===== src/rtl/step_mask_pkg.sv =====
package step_mask_pkg;
  typedef enum logic [1:0] {
    RM_OFF   = 2'd0,
    RM_INDEX = 2'd1,
    RM_WRAP  = 2'd2,
    RM_BOTH  = 2'd3
  } rev_mode_e;

  function automatic logic mask_allowed(input logic [1:0] rm);
    return (rm == RM_OFF) || (rm == RM_BOTH);
  endfunction
endpackage


===== src/rtl/mask_len_decode.sv =====
module mask_len_decode #(
  parameter int unsigned LEN1 = 2,
  parameter int unsigned LEN2 = 4,
  parameter int unsigned LEN3 = 8,
  parameter int unsigned W    = 4
) (
  input  logic [1:0]   sel,
  output logic [W-1:0] len
);
  always_comb begin
    unique case (sel)
      2'd0:    len = '0;
      2'd1:    len = W'(LEN1);
      2'd2:    len = W'(LEN2);
      default: len = W'(LEN3);
    endcase
  end
endmodule


===== src/rtl/mask_gate_ctrl.sv =====
module mask_gate_ctrl
  import step_mask_pkg::*;
(
  input  logic       clk,
  input  logic       rst_n,
  input  logic [1:0] pos_mode,
  input  logic [1:0] rev_mode,
  output logic       en,
  output logic       mode_chg
);
  logic [1:0] pm_q, rm_q;

  always_ff @(posedge clk) begin
    if (!rst_n) begin
      pm_q <= '0;
      rm_q <= '0;
    end else begin
      pm_q <= pos_mode;
      rm_q <= rev_mode;
    end
  end

  assign en       = mask_allowed(rev_mode);
  assign mode_chg = (pm_q != pos_mode) || (rm_q != rev_mode);
endmodule


===== src/rtl/mask_step_counter.sv =====
module mask_step_counter #(
  parameter int unsigned W = 4
) (
  input  logic         clk,
  input  logic         rst_n,
  input  logic         en,
  input  logic         mode_chg,
  input  logic         flip,
  input  logic         trig,
  input  logic         step,
  input  logic [W-1:0] len,
  output logic [W-1:0] cnt
);
  always_ff @(posedge clk) begin
    if (!rst_n)               cnt <= '0;
    else if (!en || mode_chg) cnt <= '0;
    else if (trig)            cnt <= len;
    else if (flip)            cnt <= '0;
    else if (step && cnt != '0) cnt <= cnt - W'(1);
  end


  disabled_idle_chk: assert property (@(posedge clk) disable iff (!rst_n)
    !en |=> cnt == '0);

  load_value_chk: assert property (@(posedge clk) disable iff (!rst_n)
    (en && !mode_chg && trig) |=> cnt == $past(len));

  flip_clear_chk: assert property (@(posedge clk) disable iff (!rst_n)
    (en && !mode_chg && !trig && flip) |=> cnt == '0);

  step_dec_chk: assert property (@(posedge clk) disable iff (!rst_n)
    (en && !mode_chg && !trig && !flip && step && cnt != '0) |=> cnt == $past(cnt) - W'(1));

  no_wrap_chk: assert property (@(posedge clk) disable iff (!rst_n)
    (cnt == '0 && !trig) |=> cnt == '0);

  mode_clear_chk: assert property (@(posedge clk) disable iff (!rst_n)
    mode_chg |=> cnt == '0);
endmodule


===== src/rtl/step_reset_mask.sv =====
module step_reset_mask #(
  parameter int unsigned MASK_LEN1 = 2,
  parameter int unsigned MASK_LEN2 = 4,
  parameter int unsigned MASK_LEN3 = 8,
  localparam int unsigned CNT_W    = $clog2(MASK_LEN3 + 1)
) (
  input  logic             clk,
  input  logic             rst_n,
  input  logic             step_up,
  input  logic             step_dn,
  input  logic             index_evt,
  input  logic             ovf_evt,
  input  logic             unf_evt,
  input  logic             dir_flip,
  input  logic [1:0]       mask_sel,
  input  logic [1:0]       pos_mode,
  input  logic [1:0]       rev_mode,
  output logic             inhibit,
  output logic [CNT_W-1:0] mask_cnt
);
  logic [CNT_W-1:0] len;
  logic             en, mode_chg, trig, step;

  assign trig = index_evt | ovf_evt | unf_evt;
  assign step = step_up | step_dn;

  mask_len_decode #(.LEN1(MASK_LEN1), .LEN2(MASK_LEN2), .LEN3(MASK_LEN3), .W(CNT_W))
    u_dec (.sel(mask_sel), .len(len));

  mask_gate_ctrl u_gate (
    .clk(clk), .rst_n(rst_n), .pos_mode(pos_mode), .rev_mode(rev_mode),
    .en(en), .mode_chg(mode_chg));

  mask_step_counter #(.W(CNT_W)) u_cnt (
    .clk(clk), .rst_n(rst_n), .en(en), .mode_chg(mode_chg), .flip(dir_flip),
    .trig(trig), .step(step), .len(len), .cnt(mask_cnt));

  assign inhibit = |mask_cnt;


  retrigger_chk: assert property (@(posedge clk) disable iff (!rst_n)
    (en && !mode_chg && trig && mask_cnt != '0 && mask_sel != 2'd0) |=> inhibit);
endmodule


===== config.mk =====
export PLATFORM = sky130hd
export DESIGN_NAME = step_reset_mask
export DESIGN_NICKNAME = d
export VERILOG_FILES = /design/src/rtl/step_mask_pkg.sv /design/src/rtl/mask_len_decode.sv /design/src/rtl/mask_gate_ctrl.sv /design/src/rtl/mask_step_counter.sv /design/src/rtl/step_reset_mask.sv
export SDC_FILE = /design/constraint.sdc
export NUM_CORES = 1
export LEC_CHECK = 0
export BUFFER_PORTS_ARGS = -buffer_cell sky130_fd_sc_hd__buf_4
export CAP_MARGIN = 40
export CORE_AREA = 2 2 39 41
export DETAILED_ROUTE_END_ITERATION = 10
export DIE_AREA = 0 0 41 43
export PLACE_DENSITY = 0.6
export SYNTH_ARGS = -nofsm -noshare
export SYNTH_HDL_FRONTEND = slang
export SYNTH_SLANG_ARGS = --single-unit

===== constraint.sdc =====
create_clock -name clk -period 1.9 [get_ports clk]
set_clock_uncertainty 0.2 [all_clocks]
set_input_delay 0.095 -clock clk [delete_from_list [all_inputs] [get_ports clk]]
set_output_delay 0.095 -clock clk [all_outputs]
set_load 0.02 [all_outputs]

==> results.tsv, run 1 <==
stage	metric	value	unit
critical_path	Crit path required time	1.87	ns
sta	min Tclk post-route	1.84	ns
placed_design	number of I/O port buffers	18	
sta	setup_tns	0	ns
grt	first-pass GRT wire length	1.92	mm
power_and_ir_drop	P_int	294	uW
clock_network	H-tree levels	1	
cells_and_area	Area Growth Syn to Fin	75.1	%
routing	# DRC	0	
cells_and_area	nets	100	
critical_path	CP Cell Sequence	dlygate4sd3_1 > buf_4 > nor3_4 > nand2b_1 > dlygate4sd3_1 > nor3_1	
placed_design	placed cell area	587	sq um
power_and_ir_drop	P_leak	0.000314	uW
logic_synthesis	synth top area cells	dfxtp_1 37%, xnor2_1 6.1%, and2_1 5.8%	
grt	largest net degree at the start of global routing	6	
cells_and_area	final std cells w/o fill	99	
cells_and_area	# diodes	0	
sta	Max Clk Rate	545	MHz
critical_path	Critical-path top delay cell	dlygate4sd3_1	
critical_path	crit path buf inv count	3	
critical_path	Max FO, Critical Path	3	
sta	Setup Viol. Count Final	0	
logic_synthesis	top cell type's share of synthesized area	0.371	
routing	Vias/cell	4.75	
clock_network	Clock transition at path regs	0.05	ns
logic_synthesis	Mapped Cells	48	
logic_synthesis	Post-synth ARST share	0	
power_and_ir_drop	part of the power in registers	0.464	
logic_synthesis	Synth Register Bits	8	
sta	Rel. slew slack	0.722	
clock_network	post-CTS setup buffers	0	
placed_design	Placement Setup Slack	0.218	ns
routing	Final ANT Viol Nets	0	
floorplan	core box area	0.00138	sq mm
run	Max Cap Viol	0	
power_and_ir_drop	NetSw	85.2	uW
clock_network	maximum root-to-sink buffer count	2	
power_and_ir_drop	pwr/cell area	502	mW/mm^2
logic_synthesis	Yosys cell types	23	
routing	drt wl/cell	12.0	microns
sta	Final Hold Vio Count	0	
floorplan	Rows	14	
logic_synthesis	Synth Warn #	0	
routing	1st-iter DRT viols	13	
sta	RSZ-0062 raised after global routing	true	
logic_synthesis	predominant post-synthesis flop cell	dfxtp_1	
placed_design	Final Wtd Congestion	0.711	
logic_synthesis	Seq/Total Area, Yosys	0.371	
grt	vias in the first global route	457	
critical_path	CP arrival	1.81	ns
critical_path	crit path kind	primary input to register	
cells_and_area	share of cells above drive strength 1	0.301	
routing	drt pass-1 iters	4	
cells_and_area	fillcell total	133	
critical_path	Crit path top cell by count	dlygate4sd3_1	
power_and_ir_drop	worst vdd ir	0.000285	V
power_and_ir_drop	Logic pwr share	0.206	
floorplan	die area	0.00176	sq mm
logic_synthesis	mapped cell area	432	sq um
logic_synthesis	Post-synth EDFFs	0	
floorplan	Initial Util	0.312	
clock_network	clock sinks	8	
critical_path	Worst path top cell family by delay	buffers and inverters	
routing	DRT Wirelength	1.19	mm
sta	hold_ws	0.00929	ns
logic_synthesis	dominant cell type by area after synthesis	dfxtp_1	
clock_network	CTS Buf Count	3	
critical_path	endpoint class of the critical path	register	
placed_design	HPWL Detailed	745	microns
routing	Vias	470	
outcome	status	finished, final reports clean	
hold_path	Hold Path Class	primary input to register	
power_and_ir_drop	Clk pwr share	0.331	
clock_network	CTS tree	yes	
grt	total gr overflow	0	
floorplan	die width	41	microns
logic_synthesis	Avg Inst Size Synth	8.99	sq um
floorplan	Die Y	43	microns
power_and_ir_drop	switching share of power	0.224	
critical_path	Max stage delay on crit path	0.56	ns
grt	All-Layer GR Usage	0.167	
floorplan	# IOs	19	
cells_and_area	post-route cell area	756	sq um
clock_network	CTS root buf	clkbuf_4	
clock_network	worst-skew pair later-pin latency	0.25	ns
sta	crit share post-route	0.966	
critical_path	Worst Setup Start Kind	primary input	
sta	worst slew pin tran	0.410	ns
logic_synthesis	syn nets	63	
sta	final worst setup slack	0.0640	ns
sta	max-slew violations	0	
grt	initial antenna violation count	0	
placed_design	Post-Place Cells	82	
[through the flow]
| stage | utilization | total power (uW) |
|---|---|---|
| 2_1_floorplan | - | 199 |
| 3_3_place_gp | 0.424 | 231 |
| 3_5_place_dp | 0.424 | 231 |
| 4_1_cts | 0.542 | 380 |
| 5_1_grt | 0.546 | 397 |
| 6_report | 0.546 | 379 |
[area by class of cell]
| class | instances | area, sq um | area share |
|---|---|---|---|
| tap | 16 | 20.0 | 0.0265 |
| clock buffer | 3 | 22.5 | 0.0298 |
| inverter | 5 | 18.8 | 0.0248 |
| multi-input combinational | 35 | 259 | 0.343 |
| sequential | 8 | 160 | 0.212 |
| timing repair buffer | 32 | 275 | 0.364 |
[synth_stat cells, types with 2 or more instances]
| cell type | instances |
|---|---|
| and2_1 | 4 |
| dfxtp_1 | 8 |
| nor4_2 | 2 |
| nor2_1 | 3 |
| xnor2_1 | 3 |
| o21ai_0 | 3 |
| a211oi_1 | 2 |
| nor3b_1 | 2 |
| a21oi_1 | 2 |
| nor3_1 | 2 |
| inv_1 | 5 |
[power by group through the flow]
stage	combinational, uW	sequential (uW)	clock, uW
2_1_floorplan	19.9	179	0
3_3_place_gp	52.2	179	0
3_5_place_dp	52.3	179	0
4_1_cts	74.0	176	131
5_1_grt	85.2	176	136
6_report	78.0	176	126
[timing repair]
action | 4_1_cts | 5_1_grt
hold buffers | 14 | 0
resized for setup | 0 | 2
hold endpoints to repair | 7 | 0
setup endpoints to repair | 0 | 2
[path summary, 6_finish.rpt]
| path | startpoint | to | slack [ns] | cells past startpoint |
|---|---|---|---|---|
| worst max-delay path | unf_evt | u_cnt.cnt[0] | 0.06 | 6 |
| worst max register to register | u_cnt.cnt[0] | u_cnt.cnt[2] | 0.22 | 6 |
| worst min register to register | u_cnt.cnt[2] | u_cnt.cnt[2] | 0.33 | 2 |
| worst min-delay path | mask_sel[0] | u_cnt.cnt[3] | 0.009 | 3 |
[cells in the final DEF (no fill, tap or decap), types with 2 or more instances in the layout]
master	instances
buf_4	18
dlygate4sd3_1	14
dfxtp_1	8
inv_1	5
and2_1	4
o21ai_0	3
nor2_1	3
xnor2_1	3
clkbuf_4	3
nor4_2	2
a21oi_1	2
a211oi_1	2
nor3b_1	2
nor3_1	2
[logic make-up after synthesis]
logic type               Yosys count  share of synthesized area
AO/OA/AOI/OAI                     12                      0.185
XOR/XNOR                           3                     0.0609
adder cells (fa/ha/maj)            1                     0.0290
buffers and inverters              5                     0.0435
AND/OR/NAND/NOR                   19                      0.310
flip-flops                         8                      0.371
[worst register-to-register path, cell delays in order (launching register included)]
cell and delay, ns:
dfxtp_1 0.37, inv_1 0.06, ha_1 0.21, nor3b_2 0.18, o21ai_1 0.22, o21ai_0 0.13
a211oi_1 0.23
[routing by layer]
metal | track usage | up-vias | part of all wire
met5 | 0 | - | 0
met4 | 0.0400 | 0 | 0
met3 | 0.0785 | 0 | 0.037
met2 | 0.266 | 10 | 0.53
met1 | 0.194 | 213 | 0.43
li1 | - | 247 | -
[registers in the layout, summed over array words and instances (netlist names)]
register / count
u_gate.rm_q: 2
u_cnt.cnt: 4
u_gate.pm_q: 2
No activity file was read; power rests on OpenSTA's default activity.
==> run 2: changes to the inputs <==
PLACE_DENSITY = unset   (was 0.6)
PLACE_DENSITY_LB_ADDON = 0.15   (was unset)
==> results.tsv, run 2 (synthesized netlist as in run 1, its figures left out) <==
stage	metric	value	unit	change
outcome	status	finished, final reports clean		
run	Max Cap Viol	0		unchanged
hold_path	Min-Delay Path Depth	4		+1
cells_and_area	biggest regs	u_cnt.cnt x4, u_gate.pm_q x2, u_gate.rm_q x2		
floorplan	die area	0.00176	sq mm	unchanged
cells_and_area	commonest non-fill, non-tap cells in the layout	19 x buf_4, 15 x dlygate4sd3_1, 8 x dfxtp_1		
power_and_ir_drop	P_leak	0.000323	uW	+2.9%
routing	1st-iter DRT viols	7		-6
hold_path	Hold Path Sink	u_cnt.cnt[2]		
routing	DRT Wirelength	1.23	mm	+3.2%
floorplan	# IOs	19		unchanged
clock_network	CTS Buf Count	3		unchanged
cells_and_area	Area Growth Syn to Fin	80.3	%	
cells_and_area	share of cells above drive strength 1	0.318		+0.0164
critical_path	Max FO, Critical Path	3		unchanged
routing	drt pass-1 iters	4		unchanged
routing	drt wl/cell	12.2	microns	+1.1%
routing	Vias/cell	5.05		+6.4%
sta	setup_tns	0	ns	unchanged
floorplan	Rows	14		unchanged
clock_network	worst-skew pair later-pin latency	0.25	ns	about the same
critical_path	R2R Setup Slk	0.21	ns	about the same
clock_network	H-tree levels	1		unchanged
clock_network	maximum root-to-sink buffer count	2		unchanged
sta	Final Hold Vio Count	0		unchanged
placed_design	Final Wtd Congestion	0.752		+5.8%
sta	crit share post-route	0.961		-0.00542
grt	routing usage on met1	0.195		+0.00126
clock_network	clock sinks	8		unchanged
critical_path	endpoint class of the critical path	register		
routing	# DRC	0		unchanged
sta	RSZ-0062 raised after global routing	false		
floorplan	Die Y	43	microns	unchanged
grt	busiest layer in global routing	met2		
hold_path	Worst Hold Launch	step_up		
clock_network	CTS root buf	clkbuf_4		
critical_path	CP arrival	1.81	ns	about the same
sta	min Tclk post-route	1.83	ns	-0.0103 ns
clock_network	CTS tree	yes		
grt	All-Layer GR Usage	0.184		+0.0175
cells_and_area	nets	102		+2.0%
grt	met2 usage	0.300		+0.0344
grt	first-pass GRT wire length	2.10	mm	+9.7%
cells_and_area	final std cells w/o fill	101		+2.0%
cells_and_area	Reg with most FFs	u_cnt.cnt		
critical_path	r2r startpoint	u_cnt.cnt[0]		
sta	Max Clk Rate	548	MHz	+0.56%
floorplan	core box area	0.00138	sq mm	unchanged
critical_path	Crit path required time	1.89	ns	+0.02 ns
cells_and_area	commonest non-fill, non-tap cell in the layout	buf_4		
placed_design	number of I/O port buffers	18		unchanged
sta	Rel. slew slack	0.703		-0.0191
cells_and_area	sequential cell area	160	sq um	unchanged
critical_path	Reg2Reg Depth	6		unchanged
placed_design	HPWL Detailed	758	microns	+1.7%
placed_design	Post-Place Cells	82		unchanged
grt	vias in the first global route	510		+12%
hold_path	Hold Path Class	primary input to register		
clock_network	Clock transition at path regs	0.06	ns	about the same
routing	Vias	510		+8.5%
power_and_ir_drop	worst vdd ir	0.000344	V	+21%
cells_and_area	# diodes	0		unchanged
sta	max-slew violations	0		unchanged
cells_and_area	Largest register FFs	4		unchanged
critical_path	RR Endpoint	u_cnt.cnt[2]		
sta	worst slew pin tran	0.440	ns	+0.0296 ns
floorplan	die width	41	microns	unchanged
cells_and_area	fillcell total	138		+3.8%
grt	initial antenna violation count	0		unchanged
critical_path	crit path kind	primary input to register		
cells_and_area	multi-input combinational cell area	264	sq um	+1.9%
critical_path	Worst Setup Start Kind	primary input		
floorplan	Initial Util	0.312		unchanged
grt	largest net degree at the start of global routing	6		unchanged
sta	Setup Viol. Count Final	0		unchanged
routing	Final ANT Viol Nets	0		unchanged
power_and_ir_drop	pwr/cell area	501	mW/mm^2	-0.11%
grt	total gr overflow	0		unchanged
grt	met3 GRT Util	0.0471		-0.0314
[run 2: changes by cell type in the layout (fill, tap and decap cells not counted), sizes merged]
cell | before | now
dlygate4sd3 | 14 | 15
buf | 18 | 19
[run 2: cell type report]
cell class              count  area share
inverters                   5      0.0241
flip-flops and latches      8       0.206
multi-input cells          35       0.339
repair buffers             34       0.376
well taps                  16      0.0257
clock buffers               3      0.0289
[run 2: worst max path at each step]
stage	from	end	slack (ns)	cells past startpoint
final	index_evt	u_cnt.cnt[0]	0.07	6
after global routing	index_evt	u_cnt.cnt[0]	0.04	6
after CTS	unf_evt	u_cnt.cnt[0]	0.07	6
after detailed placement	u_cnt.cnt[0]	u_cnt.cnt[2]	0.23	6
after global placement	u_cnt.cnt[0]	u_cnt.cnt[2]	0.27	6
after floorplan	u_cnt.cnt[0]	u_cnt.cnt[2]	0.21	6
[run 2: repair_timing]
action,CTS,global route
buffers inserted,0,1
hold endpoints to repair,8,0
endpoints found under the setup margin,0,1
resized for setup,0,2
hold buffers,15,0
[run 2: per-stage QoR]
step | hold WS [ns] | utilization | power [uW] | setup WS, ns | instance area, sq um
after floorplan | 0.0167 | - | 199 | 0.211 | 432
after global placement | 0.117 | 0.424 | 231 | 0.271 | 587
after detailed placement | 0.119 | 0.424 | 231 | 0.233 | 587
after CTS | 0.0466 | 0.549 | 389 | 0.0706 | 759
after global routing | 0.0987 | 0.562 | 416 | 0.0365 | 778
final | 0.0509 | 0.562 | 390 | 0.0743 | 778
[run 2: where the power goes]
| group | total [uW] | switching, uW | internal (uW) |
|---|---|---|---|
| clock | 134 | 61.4 | 72.5 |
| combinational | 80.7 | 29.3 | 51.4 |
| sequential | 176 | 2.81 | 173 |
[run 2: worst max-delay path, stage by stage]
cell	delay, ns
dlygate4sd3_1	0.54
buf_4	0.16
nor3_4	0.20
nand2b_1	0.11
dlygate4sd3_1	0.58
nor3_2	0.14
[run 2: per-layer routing]
metal | up-vias | part of all wire
met3 | 4 | 0.066
met4 | 0 | 0.022
met5 | - | 0
met2 | 22 | 0.53
li1 | 251 | -
met1 | 233 | 0.38
==> run 3: changes to the inputs <==
SETUP_SLACK_MARGIN = 0.3   (was unset)
==> results.tsv, run 3 (synthesized netlist as in run 1, its figures left out) <==
stage	metric	value	unit	change
sta	Rel. slew slack	0.641		-0.0619
critical_path	Reg2Reg Depth	6		unchanged
cells_and_area	Area Growth Syn to Fin	86.1	%	
routing	Vias/cell	5.13		+1.7%
critical_path	crit path kind	primary input to register		
critical_path	r2r startpoint	u_cnt.cnt[1]		
cells_and_area	commonest non-fill, non-tap cells in the layout	18 x buf_4, 11 x dlygate4sd3_1, 6 x dfxtp_1		
routing	Vias	498		-2.4%
critical_path	RR Endpoint	u_cnt.cnt[2]		
sta	max-slew violations	0		unchanged
clock_network	CTS root buf	clkbuf_4		
grt	first-pass GRT wire length	1.82	mm	-13%
run	Max Cap Viol	0		unchanged
grt	initial antenna violation count	0		unchanged
placed_design	HPWL Detailed	797	microns	+5.3%
power_and_ir_drop	worst vdd ir	0.000334	V	-3.0%
sta	Final Hold Vio Count	1		+1
routing	drt pass-1 iters	4		unchanged
cells_and_area	biggest regs	u_cnt.cnt x4, u_gate.pm_q x2, u_gate.rm_q x2		
grt	total gr overflow	0		unchanged
floorplan	die width	41	microns	unchanged
power_and_ir_drop	pwr/cell area	480	mW/mm^2	-4.3%
clock_network	H-tree levels	1		unchanged
cells_and_area	Largest register FFs	4		unchanged
floorplan	core box area	0.00138	sq mm	unchanged
clock_network	CTS tree	yes		
grt	vias in the first global route	445		-13%
sta	worst slew pin tran	0.532	ns	+0.0917 ns
sta	min Tclk post-route	1.56	ns	-0.267 ns
power_and_ir_drop	P_leak	0.000319	uW	-1.2%
grt	largest net degree at the start of global routing	6		unchanged
floorplan	Die Y	43	microns	unchanged
clock_network	CTS Buf Count	3		unchanged
critical_path	Worst setup endpoint	u_cnt.cnt[2]		
floorplan	Rows	14		unchanged
placed_design	number of I/O port buffers	18		unchanged
cells_and_area	nets	98		-3.9%
routing	drt wl/cell	12.2	microns	about the same
cells_and_area	Reg with most FFs	u_cnt.cnt		
floorplan	# IOs	19		unchanged
cells_and_area	final core occ	0.580		+0.0181
power_and_ir_drop	Final Power	385	uW	-1.2%
cells_and_area	commonest non-fill, non-tap cell in the layout	buf_4		
clock_network	Clock transition at path regs	0.06	ns	about the same
clock_network	CTS hold repair buffers	11		-4
sta	hold_ws	-0.0196	ns	-0.0704 ns
critical_path	Crit path required time	1.86	ns	-0.03 ns
cells_and_area	share of cells above drive strength 1	0.432		+0.114
clock_network	worst-skew pair later-pin latency	0.25	ns	about the same
outcome	status	finished with violations		
sta	setup_tns	0	ns	unchanged
sta	crit share post-route	0.820		-0.140
critical_path	CP arrival	1.52	ns	-0.29 ns
critical_path	R2R Setup Slk	0.36	ns	+0.15 ns
critical_path	Max FO, Critical Path	4		+1
sta	Setup Viol. Count Final	0		unchanged
sta	RSZ-0062 raised after global routing	true		
hold_path	Hold Path Class	primary input to register		
floorplan	Initial Util	0.312		unchanged
critical_path	endpoint class of the critical path	register		
sta	Max Clk Rate	642	MHz	+17%
floorplan	die area	0.00176	sq mm	unchanged
outcome	failing checks	negative hold slack		
clock_network	maximum root-to-sink buffer count	2		unchanged
routing	DRT Wirelength	1.18	mm	-3.9%
routing	1st-iter DRT viols	6		-1
critical_path	Worst Setup Start Kind	primary input		
critical_path	Setup crit start	rev_mode[1]		
routing	# DRC	0		unchanged
placed_design	Final Wtd Congestion	0.679		-9.6%
routing	Final ANT Viol Nets	0		unchanged
grt	All-Layer GR Usage	0.152		-0.0324
clock_network	clock sinks	8		unchanged
cells_and_area	# diodes	0		unchanged
[run 3: cell types whose count changed in the layout (fill, tap and decap cells not counted), moves of 2 or more]
| cell | delta |
|---|---|
| nor4_4 | +2 |
| inv_1 | -2 |
| dfxtp_1 | -2 |
| dlygate4sd3_1 | -4 |
| nor4_2 | -2 |
| nor3_2 | +2 |
| inv_2 | +2 |
[run 3: routing by layer]
layer | track usage | vias to the layer above | share of wire
met3 | 0.0471 | 2 | 0.051
met1 | 0.198 | 236 | 0.43
met2 | 0.216 | 15 | 0.51
met4 | 0.0800 | 0 | 0.0085
li1 | - | 245 | -
met5 | 0 | - | 0
[run 3: where the power goes]
| part | internal [uW] | switching [uW] |
|---|---|---|
| clock network | 72.2 | 56.5 |
| logic | 48.3 | 33.5 |
| registers | 171 | 3.57 |
| total | 292 | 93.5 |
[run 3: critical path, cell delays in order]
cell and delay [ns]:
dlygate4sd3_1 0.54, buf_4 0.15, nor4_4 0.31, o2111ai_4 0.20, a211oi_1 0.21
[run 3: through the flow]
stage	setup slack, ns	std cells	cell area (sq um)
2_1_floorplan	0.304	48	434
3_3_place_gp	0.312	82	589
3_5_place_dp	0.252	82	589
4_1_cts	0.284	96	732
5_1_grt	0.266	97	803
6_report	0.341	97	803
[run 3: worst min-delay path by stage]
stage                           to   startpoint  slack (ns)  depth (start not counted)
finish                u_cnt.cnt[3]      ovf_evt       -0.02                          4
global route          u_cnt.cnt[3]      unf_evt      -0.003                          4
CTS                   u_cnt.cnt[3]      unf_evt       -0.03                          4
detailed placement  u_gate.pm_q[0]  pos_mode[0]        0.12                          2
global placement    u_gate.pm_q[0]  pos_mode[0]        0.12                          2
floorplan           u_gate.pm_q[0]  pos_mode[0]        0.02                          1
[run 3: repair_timing]
| item | 4_1_cts | 5_1_grt |
|---|---|---|
| resized for setup | 2 | 12 |
| buffers inserted | 0 | 1 |
| pin swaps | 0 | 3 |
| endpoints found under the setup margin | 1 | 5 |
| endpoints found under the hold margin | 7 | 1 |
[run 3: area by class of cell]
type	instances	area, sq um
Inverter	5	18.8
Clock buffer	3	22.5
Fill cell	124	581
Tap cell	16	20.0
Timing Repair Buffer	30	256
Sequential cell	8	165
Multi-Input combinational cell	35	320
